--- config.mk ---
export PLATFORM = sky130hd
export DESIGN_NAME = rsc_encoder
export DESIGN_NICKNAME = d
export VERILOG_FILES = /design/src/rtl/rsc_pkg.sv /design/src/rtl/rsc_op_decode.sv /design/src/rtl/rsc_state_chain.sv /design/src/rtl/rsc_parity_tap.sv /design/src/rtl/rsc_out_reg.sv /design/src/rtl/rsc_encoder.sv
export SDC_FILE = /design/constraint.sdc
export NUM_CORES = 1
export LEC_CHECK = 0
export ABC_AREA = 1
export BUFFER_PORTS_ARGS = -buffer_cell sky130_fd_sc_hd__buf_2
export CAP_MARGIN = 20
export CORE_AREA = 2 2 39 41
export DETAILED_ROUTE_END_ITERATION = 6
export DIE_AREA = 0 0 41 43
export SETUP_SLACK_MARGIN = 0.4
export SYNTH_ARGS = -nofsm -noshare
export SYNTH_HDL_FRONTEND = slang
export SYNTH_SLANG_ARGS = --single-unit
--- constraint.sdc ---
create_clock -name clk -period 1.11 [get_ports clk]
set_input_delay 0.2775 -clock clk [delete_from_list [all_inputs] [get_ports clk]]
set_output_delay 0.2775 -clock clk [all_outputs]
set_load 0.01 [all_outputs]
--- src/rtl/rsc_pkg.sv ---
package rsc_pkg;

   // One operation is chosen per clock edge. A clear wins over everything,
   // a low enable freezes the block, and term picks the flush input.
   typedef enum logic [1:0] {
      RSC_HOLD  = 2'd0,
      RSC_CLEAR = 2'd1,
      RSC_FEED  = 2'd2,
      RSC_FLUSH = 2'd3
   } rsc_op_e;

   function automatic logic rsc_advances(input rsc_op_e op);
      return (op == RSC_FEED) || (op == RSC_FLUSH);
   endfunction

endpackage

--- src/rtl/rsc_op_decode.sv ---
module rsc_op_decode
   import rsc_pkg::*;
(
   input  logic    clr,
   input  logic    en,
   input  logic    term,
   output rsc_op_e op
);

   always_comb begin
      if (clr)       op = RSC_CLEAR;
      else if (!en)  op = RSC_HOLD;
      else if (term) op = RSC_FLUSH;
      else           op = RSC_FEED;
   end

endmodule

--- src/rtl/rsc_state_chain.sv ---
module rsc_state_chain
   import rsc_pkg::*;
#(
   parameter int           MEM     = 3,
   parameter logic [MEM:0] FB_POLY = 4'b1101
) (
   input  logic           clk,
   input  logic           rst_n,
   input  rsc_op_e        op,
   input  logic           din,
   output logic [MEM-1:0] state_q,
   output logic           u_bit,
   output logic           w_bit
);

   // state_q[k-1] holds the value delayed by k cycles
   logic           fb_bit;
   logic [MEM-1:0] state_nx;

   assign fb_bit = ^(state_q & FB_POLY[MEM:1]);
   assign u_bit  = (op == RSC_FLUSH) ? fb_bit : din;
   assign w_bit  = u_bit ^ fb_bit;

   generate
      if (MEM == 1) begin : g_single
         assign state_nx = w_bit;
      end else begin : g_chain
         assign state_nx = {state_q[MEM-2:0], w_bit};
      end
   endgenerate

   always_ff @(posedge clk or negedge rst_n) begin
      if (!rst_n)                 state_q <= '0;
      else if (op == RSC_CLEAR)   state_q <= '0;
      else if (rsc_advances(op))  state_q <= state_nx;
   end

endmodule

--- src/rtl/rsc_parity_tap.sv ---
module rsc_parity_tap #(
   parameter int           MEM  = 3,
   parameter logic [MEM:0] POLY = 4'b1011
) (
   input  logic           w_bit,
   input  logic [MEM-1:0] state_q,
   output logic           par
);

   assign par = (POLY[0] & w_bit) ^ (^(state_q & POLY[MEM:1]));

endmodule

--- src/rtl/rsc_out_reg.sv ---
module rsc_out_reg
   import rsc_pkg::*;
#(
   parameter int W = 3
) (
   input  logic         clk,
   input  logic         rst_n,
   input  rsc_op_e      op,
   input  logic [W-1:0] d,
   output logic [W-1:0] q
);

   always_ff @(posedge clk or negedge rst_n) begin
      if (!rst_n)                 q <= '0;
      else if (op == RSC_CLEAR)   q <= '0;
      else if (rsc_advances(op))  q <= d;
   end

endmodule

--- src/rtl/rsc_encoder.sv ---
module rsc_encoder
   import rsc_pkg::*;
#(
   parameter int                         MEM      = 3,
   parameter int                         NUM_PAR  = 2,
   parameter logic [MEM:0]               FB_POLY  = 4'b1101,
   parameter logic [NUM_PAR-1:0][MEM:0]  PAR_POLY = {4'b1111, 4'b1011}
) (
   input  logic               clk,
   input  logic               rst_n,
   input  logic               clr,
   input  logic               en,
   input  logic               term,
   input  logic               din,
   output logic               sys_out,
   output logic [NUM_PAR-1:0] par_out
);

   localparam int OUT_W = NUM_PAR + 1;

   generate
      if (MEM < 1) begin : g_bad_mem
         $error("rsc_encoder: MEM must be at least 1");
      end
      if (NUM_PAR < 1) begin : g_bad_par
         $error("rsc_encoder: NUM_PAR must be at least 1");
      end
      if (FB_POLY[0] != 1'b1) begin : g_bad_fb
         $error("rsc_encoder: feedback polynomial needs a constant term");
      end
   endgenerate

   rsc_op_e        op;
   logic [MEM-1:0] state_q;
   logic           u_bit;
   logic           w_bit;
   logic [NUM_PAR-1:0] par_d;
   logic [OUT_W-1:0]   out_q;

   rsc_op_decode dec_i (
      .clr  (clr),
      .en   (en),
      .term (term),
      .op   (op)
   );

   rsc_state_chain #(
      .MEM     (MEM),
      .FB_POLY (FB_POLY)
   ) chain_i (
      .clk     (clk),
      .rst_n   (rst_n),
      .op      (op),
      .din     (din),
      .state_q (state_q),
      .u_bit   (u_bit),
      .w_bit   (w_bit)
   );

   generate
      for (genvar g = 0; g < NUM_PAR; g++) begin : g_par
         rsc_parity_tap #(
            .MEM  (MEM),
            .POLY (PAR_POLY[g])
         ) tap_i (
            .w_bit   (w_bit),
            .state_q (state_q),
            .par     (par_d[g])
         );
      end
   endgenerate

   rsc_out_reg #(
      .W (OUT_W)
   ) oreg_i (
      .clk   (clk),
      .rst_n (rst_n),
      .op    (op),
      .d     ({par_d, u_bit}),
      .q     (out_q)
   );

   assign sys_out = out_q[0];
   assign par_out = out_q[OUT_W-1:1];

endmodule

### Word-level counts from Yosys, hierarchy flattened

Cells that the tools add are included.

* bitwise logic cells: 3
* reduce and logical (&&, ||, !) cells: 5
* muxes and demuxes: 8
* equality and inequality tests: 3

Operators by type and width (count)
* $mux 3: 4
* $reduce_xor 3->1: 3
* $eq 2x2->1 const B: 2
* $mux 2: 2
* $xor 1x1->1: 3
* $eq 2x1->1 const B: 1
* $mux 1: 2
* $reduce_bool 2->1: 1
* $logic_or 1x1->1: 1

* register bits: 6
* input bits: 6
* output and inout port bits: 3

### Longest topological paths before layout

* depth in word-level cells: 9
* depth in mapped cells: 8
* gate-level depth less buffers: 8

### Hierarchy

Synthesis repeated with hierarchy kept, for this count alone.

* cell total of the unflattened synthesis: 70
* area, all modules: 414.1 um2

Modules (own cells, without submodules)
* rsc_state_chain: cells an instance 28, sequential area each 75.1 um2, area an instance 178.9 um2, instances 1
* rsc_out_reg: cells an instance 13, sequential area each 75.1 um2, area an instance 115.1 um2, instances 1
* rsc_parity_tap (g_par[1].tap_i): cells an instance 15, sequential area each 0.0 um2, area an instance 63.8 um2, instances 1
* rsc_parity_tap (g_par[0].tap_i): cells an instance 9, sequential area each 0.0 um2, area an instance 35.0 um2, instances 1
* rsc_op_decode: cells an instance 5, sequential area each 0.0 um2, area an instance 21.3 um2, instances 1

### Worst setup path after synthesis

No wires, ideal clock.

* path type: reg2reg
* start point: reg chain_i.state_q[1]
* end point: reg oreg_i.q[1]
* buffers on the path: 0
* cell stages (with the launch flop): 9
* arrival: 0.875 ns
* setup slack: 0.117 ns
* cells stage by stage: dfrtp_1 -> inv_1 -> nand2_1 -> nand2_1 -> nand3_1 -> nand2_1 -> nand2_1 -> nand3_1 -> nand2_1

* longest elaborated chain between the ends: 6

Ends and longest elaborated chain
* start: declaration: RTL line rsc_state_chain.sv:11 `output logic [MEM-1:0] state_q,`
* start signal: assignment: RTL line rsc_state_chain.sv:35 `else if (rsc_advances(op)) state_q <= state_nx;`
* $reduce_xor 3->1 (*): RTL line rsc_state_chain.sv:20 `assign fb_bit = ^(state_q & FB_POLY[MEM:1]);`
* $mux 1: RTL line rsc_state_chain.sv:21 `assign u_bit = (op == RSC_FLUSH) ? fb_bit : din;`
* $xor 1x1->1 (*): RTL line rsc_state_chain.sv:22 `assign w_bit = u_bit ^ fb_bit;`
* $xor 1x1->1 (*): RTL line rsc_parity_tap.sv:10 `assign par = (POLY[0] & w_bit) ^ (^(state_q & POLY[MEM:1]));`
* $mux 3 (*): RTL line rsc_out_reg.sv:16 `else if (rsc_advances(op)) q <= d;`
* $mux 3 (*): RTL line rsc_out_reg.sv:15 `else if (op == RSC_CLEAR) q <= '0;`
* end signal: assignment: RTL line rsc_out_reg.sv:14 `if (!rst_n) q <= '0;`
* end signal: assignment: RTL line rsc_out_reg.sv:15
* end signal: assignment: RTL line rsc_out_reg.sv:16
* end: declaration: RTL line rsc_out_reg.sv:10 `output logic [W-1:0] q`

Every way passes the cells marked *; elsewhere a longest branch is shown, timed or not. The select of a mux whose other input is x is not followed.
A chain may end at the register's enable or synchronous reset.

### Final worst setup path

* start point: reg chain_i.state_q[2]
* end point: reg oreg_i.q[1]

* longest elaborated chain between the ends: 6

Ends and longest elaborated chain (RTL line)
* $reduce_xor 3->1: rsc_state_chain.sv:20
* $mux 1: rsc_state_chain.sv:21
* $xor 1x1->1: rsc_state_chain.sv:22
* $xor 1x1->1 (*): rsc_parity_tap.sv:10
* $mux 3 (*): rsc_out_reg.sv:16
* $mux 3 (*): rsc_out_reg.sv:15

Marked as above.

==> flow_summary.json <==
{
  "status": "complete, no violations",
  "worstPathArrival_ns": 1.19,
  "viasPerCell": 4.29,
  "io_buffer_count": 8,
  "clk_latency_ns": 0.23,
  "core_um2": 1380,
  "p_per_area_nw_per_um2": 1060,
  "cp.required_ns": 1.23,
  "h-tree-depth": 1,
  "hold_class": "primary input to asynchronous set/reset pin",
  "synth_warnings": 0,
  "fin_crit_ns": 1.07,
  "wl_per_cell_um": 9.27,
  "seq_area_frac_synth_pct": 40.7,
  "ant_nets": 0,
  "clk_pin_slew_ns": 0.04,
  "drtIter0Drc": 3,
  "rsz0062_at_grt": "yes",
  "hold_violations": 0,
  "nets": 69,
  "overflow": 0,
  "crit_end": "oreg_i.q[1]$_DFFE_PN0P_",
  "antenna_found_initial": 0,
  "ctsRootBufferMaster": "clkbuf_4",
  "dp_slack_ns": 0.0328,
  "worst_pin_slew_ns": 0.281,
  "crit_start": "chain_i.state_q[2]$_DFFE_PN0P_",
  "synthCells": 45,
  "power_leakage_uw": 0.000273,
  "critPathKind": "register to register",
  "slowest_delay_ns": 0.40,
  "drt_first_pass_iters": 2,
  "io-pin-count": 9,
  "place_hpwl_um": 579,
  "cap_violations": 0,
  "drive_above_1_share_pct": 50.8,
  "power_uw": 535,
  "rows": 14,
  "cts.sinks": 6,
  "synth-seq-cells": 6,
  "grt_max_degree": 7,
  "drc": 0,
  "final_common_cell": "nand2_1",
  "r2r-start": "chain_i.state_q[2]$_DFFE_PN0P_",
  "cts_tree": "yes",
  "synthToLayoutAreaGrowth_pct": 36.6,
  "critPathSlowestCell": "dfrtp_1",
  "critPathLaunchType": "register",
  "path_common_cell": "nand3_1",
  "r2r_slack_ns": 0.04,
  "finalWirelength_um": 714,
  "critPathCaptureType": "register",
  "fmax_mhz": 930,
  "yosysUniqueCellTypes": 14,
  "grt_pass1_wl_um": 1140,
  "setup_slack_ns": 0.0352,
  "cp_cell_sequence": "buf_4, xor2_1, inv_1, nand3_1, nand3_1, nand2_1",
  "grt_pass1_vias": 301,
  "finalCritPeriodShare_pct": 96.8,
  "path_max_fanout": 4,
  "grtUsageTotal_pct": 10.1,
  "finClkSkew_ns": 0.000641,
  "setup_violations": 0,
  "r2r_cells": 6,
  "gp_congestion": 0.609,
  "die_area_um2": 1760,
  "r2r-end": "oreg_i.q[1]$_DFFE_PN0P_",
  "netlist_area_um2": 369,
  "cts_buffer_depth": 2,
  "finish.utilization_pct": 36.4,
  "synth_area_per_cell_um2": 8.20,
  "die_h_um": 43,
  "irDropWorstVdd_mv": 0.367,
  "initial_utilization_pct": 26.7,
  "cts-buffers-inserted": 3,
  "vias": 330,
  "slew-limit-headroom_pct": 81.2,
  "syn_nets": 51,
  "drv_slew": 0,
  "mostFrequentLayoutCells": "nand2_1 (12), buf_2 (8), dfrtp_1 (6), inv_2 (5)",
  "die_width_um": 41,
  "antenna_cells": 0
}
## cell usage after synthesis
| master | n | share of area (%) |
|---|---|---|
| nand2_1 | 13 | 13 |
| dfrtp_1 | 6 | 41 |
| nand3_1 | 5 | 6.8 |
| inv_1 | 4 | 4.1 |
| inv_2 | 4 | 4.1 |
| nand2_2 | 2 | 3.4 |
| nand3_2 | 2 | 5.4 |
| o21ai_2 | 2 | 4.7 |
| o22ai_1 | 2 | 3.4 |
| bufinv_8 | 1 | 4.7 |
| nand3_4 | 1 | 4.7 |
| nor2_1 | 1 | 1.0 |
| o21ai_1 | 1 | 1.4 |
| xor2_1 | 1 | 2.4 |
## per-stage QoR
| stage | instances | TNS (ns) | instance area [um2] | hold WS, ns |
|---|---|---|---|---|
| 2_1_floorplan | 45 | 0 | 369 | -0.0181 |
| 3_3_place_gp | 70 | 0 | 437 | 0.0996 |
| 3_5_place_dp | 70 | 0 | 437 | 0.103 |
| 4_1_cts | 75 | 0 | 482 | 0.380 |
| 5_1_grt | 77 | -0.0433 | 504 | 0.398 |
| 6_report | 77 | 0 | 504 | 0.386 |
## report_power, final
part | internal, uW | leakage (uW) | switching, uW
clock network | 121 | 0.0000138 | 65.7
logic | 48.8 | 0.000178 | 59.9
registers | 232 | 0.0000812 | 7.65
total | 402 | 0.000273 | 133
## how the worst min path moves through the flow
| stage | startpoint | endpoint | slack, ns | cells after the start |
|---|---|---|---|---|
| after global routing | rst_n | oreg_i.q[1]$_DFFE_PN0P_ | 0.40 | 2 |
| after floorplan | rst_n | chain_i.state_q[0]$_DFFE_PN0P_ | -0.02 | 0 |
| after detailed placement | rst_n | oreg_i.q[0]$_DFFE_PN0P_ | 0.10 | 1 |
| final | rst_n | oreg_i.q[1]$_DFFE_PN0P_ | 0.39 | 2 |
| after global placement | rst_n | oreg_i.q[0]$_DFFE_PN0P_ | 0.1 | 1 |
| after CTS | rst_n | oreg_i.q[1]$_DFFE_PN0P_ | 0.38 | 2 |
## state kept, by name (all words and copies together) (netlist names)
| register | count |
|---|---|
| oreg_i.q | 3 |
| chain_i.state_q | 3 |
## cells by family after synthesis
group / after synthesis / synth area share [%]
compound gates: 5 / 9.49
xor+xnor: 1 / 2.37
buf+inv: 9 / 12.9
flops: 6 / 40.7
simple gates: 24 / 34.6
## metal layers
metal	GRT usage [%]	vias to the layer above	share of wire [%]
met1	10.9	149	41
met2	15.3	7	55
met3	3.14	0	3.6
met4	8.00	0	0
li1	-	174	-
met5	0	-	0
## timing repair
item / 4_1_cts / 5_1_grt
gates resized for setup: 1 / 2
hold buffers: 1 / 0
buffers inserted: 1 / 2
hold endpoints to repair: 6 / 0
pin swaps: 3 / 5
endpoints found under the setup margin: 8 / 9
## layout make-up
cell class | instances | area, um2
clock buffers | 3 | 22.5
flip-flops and latches | 6 | 150
fillers | 144 | 880
inverters | 9 | 47.5
repair buffers | 13 | 80.1
multi-input cells | 30 | 184
well taps | 16 | 20.0
## worst max-delay path: cells and delay by family, from the launching register on
kind,cells,cell delay (ns)
XOR/XNOR,1,0.14
buffers and inverters,2,0.20
flip-flops,1,0.40
AND/OR/NAND/NOR,3,0.21
Note: power is estimated with default switching activity, not from simulation.
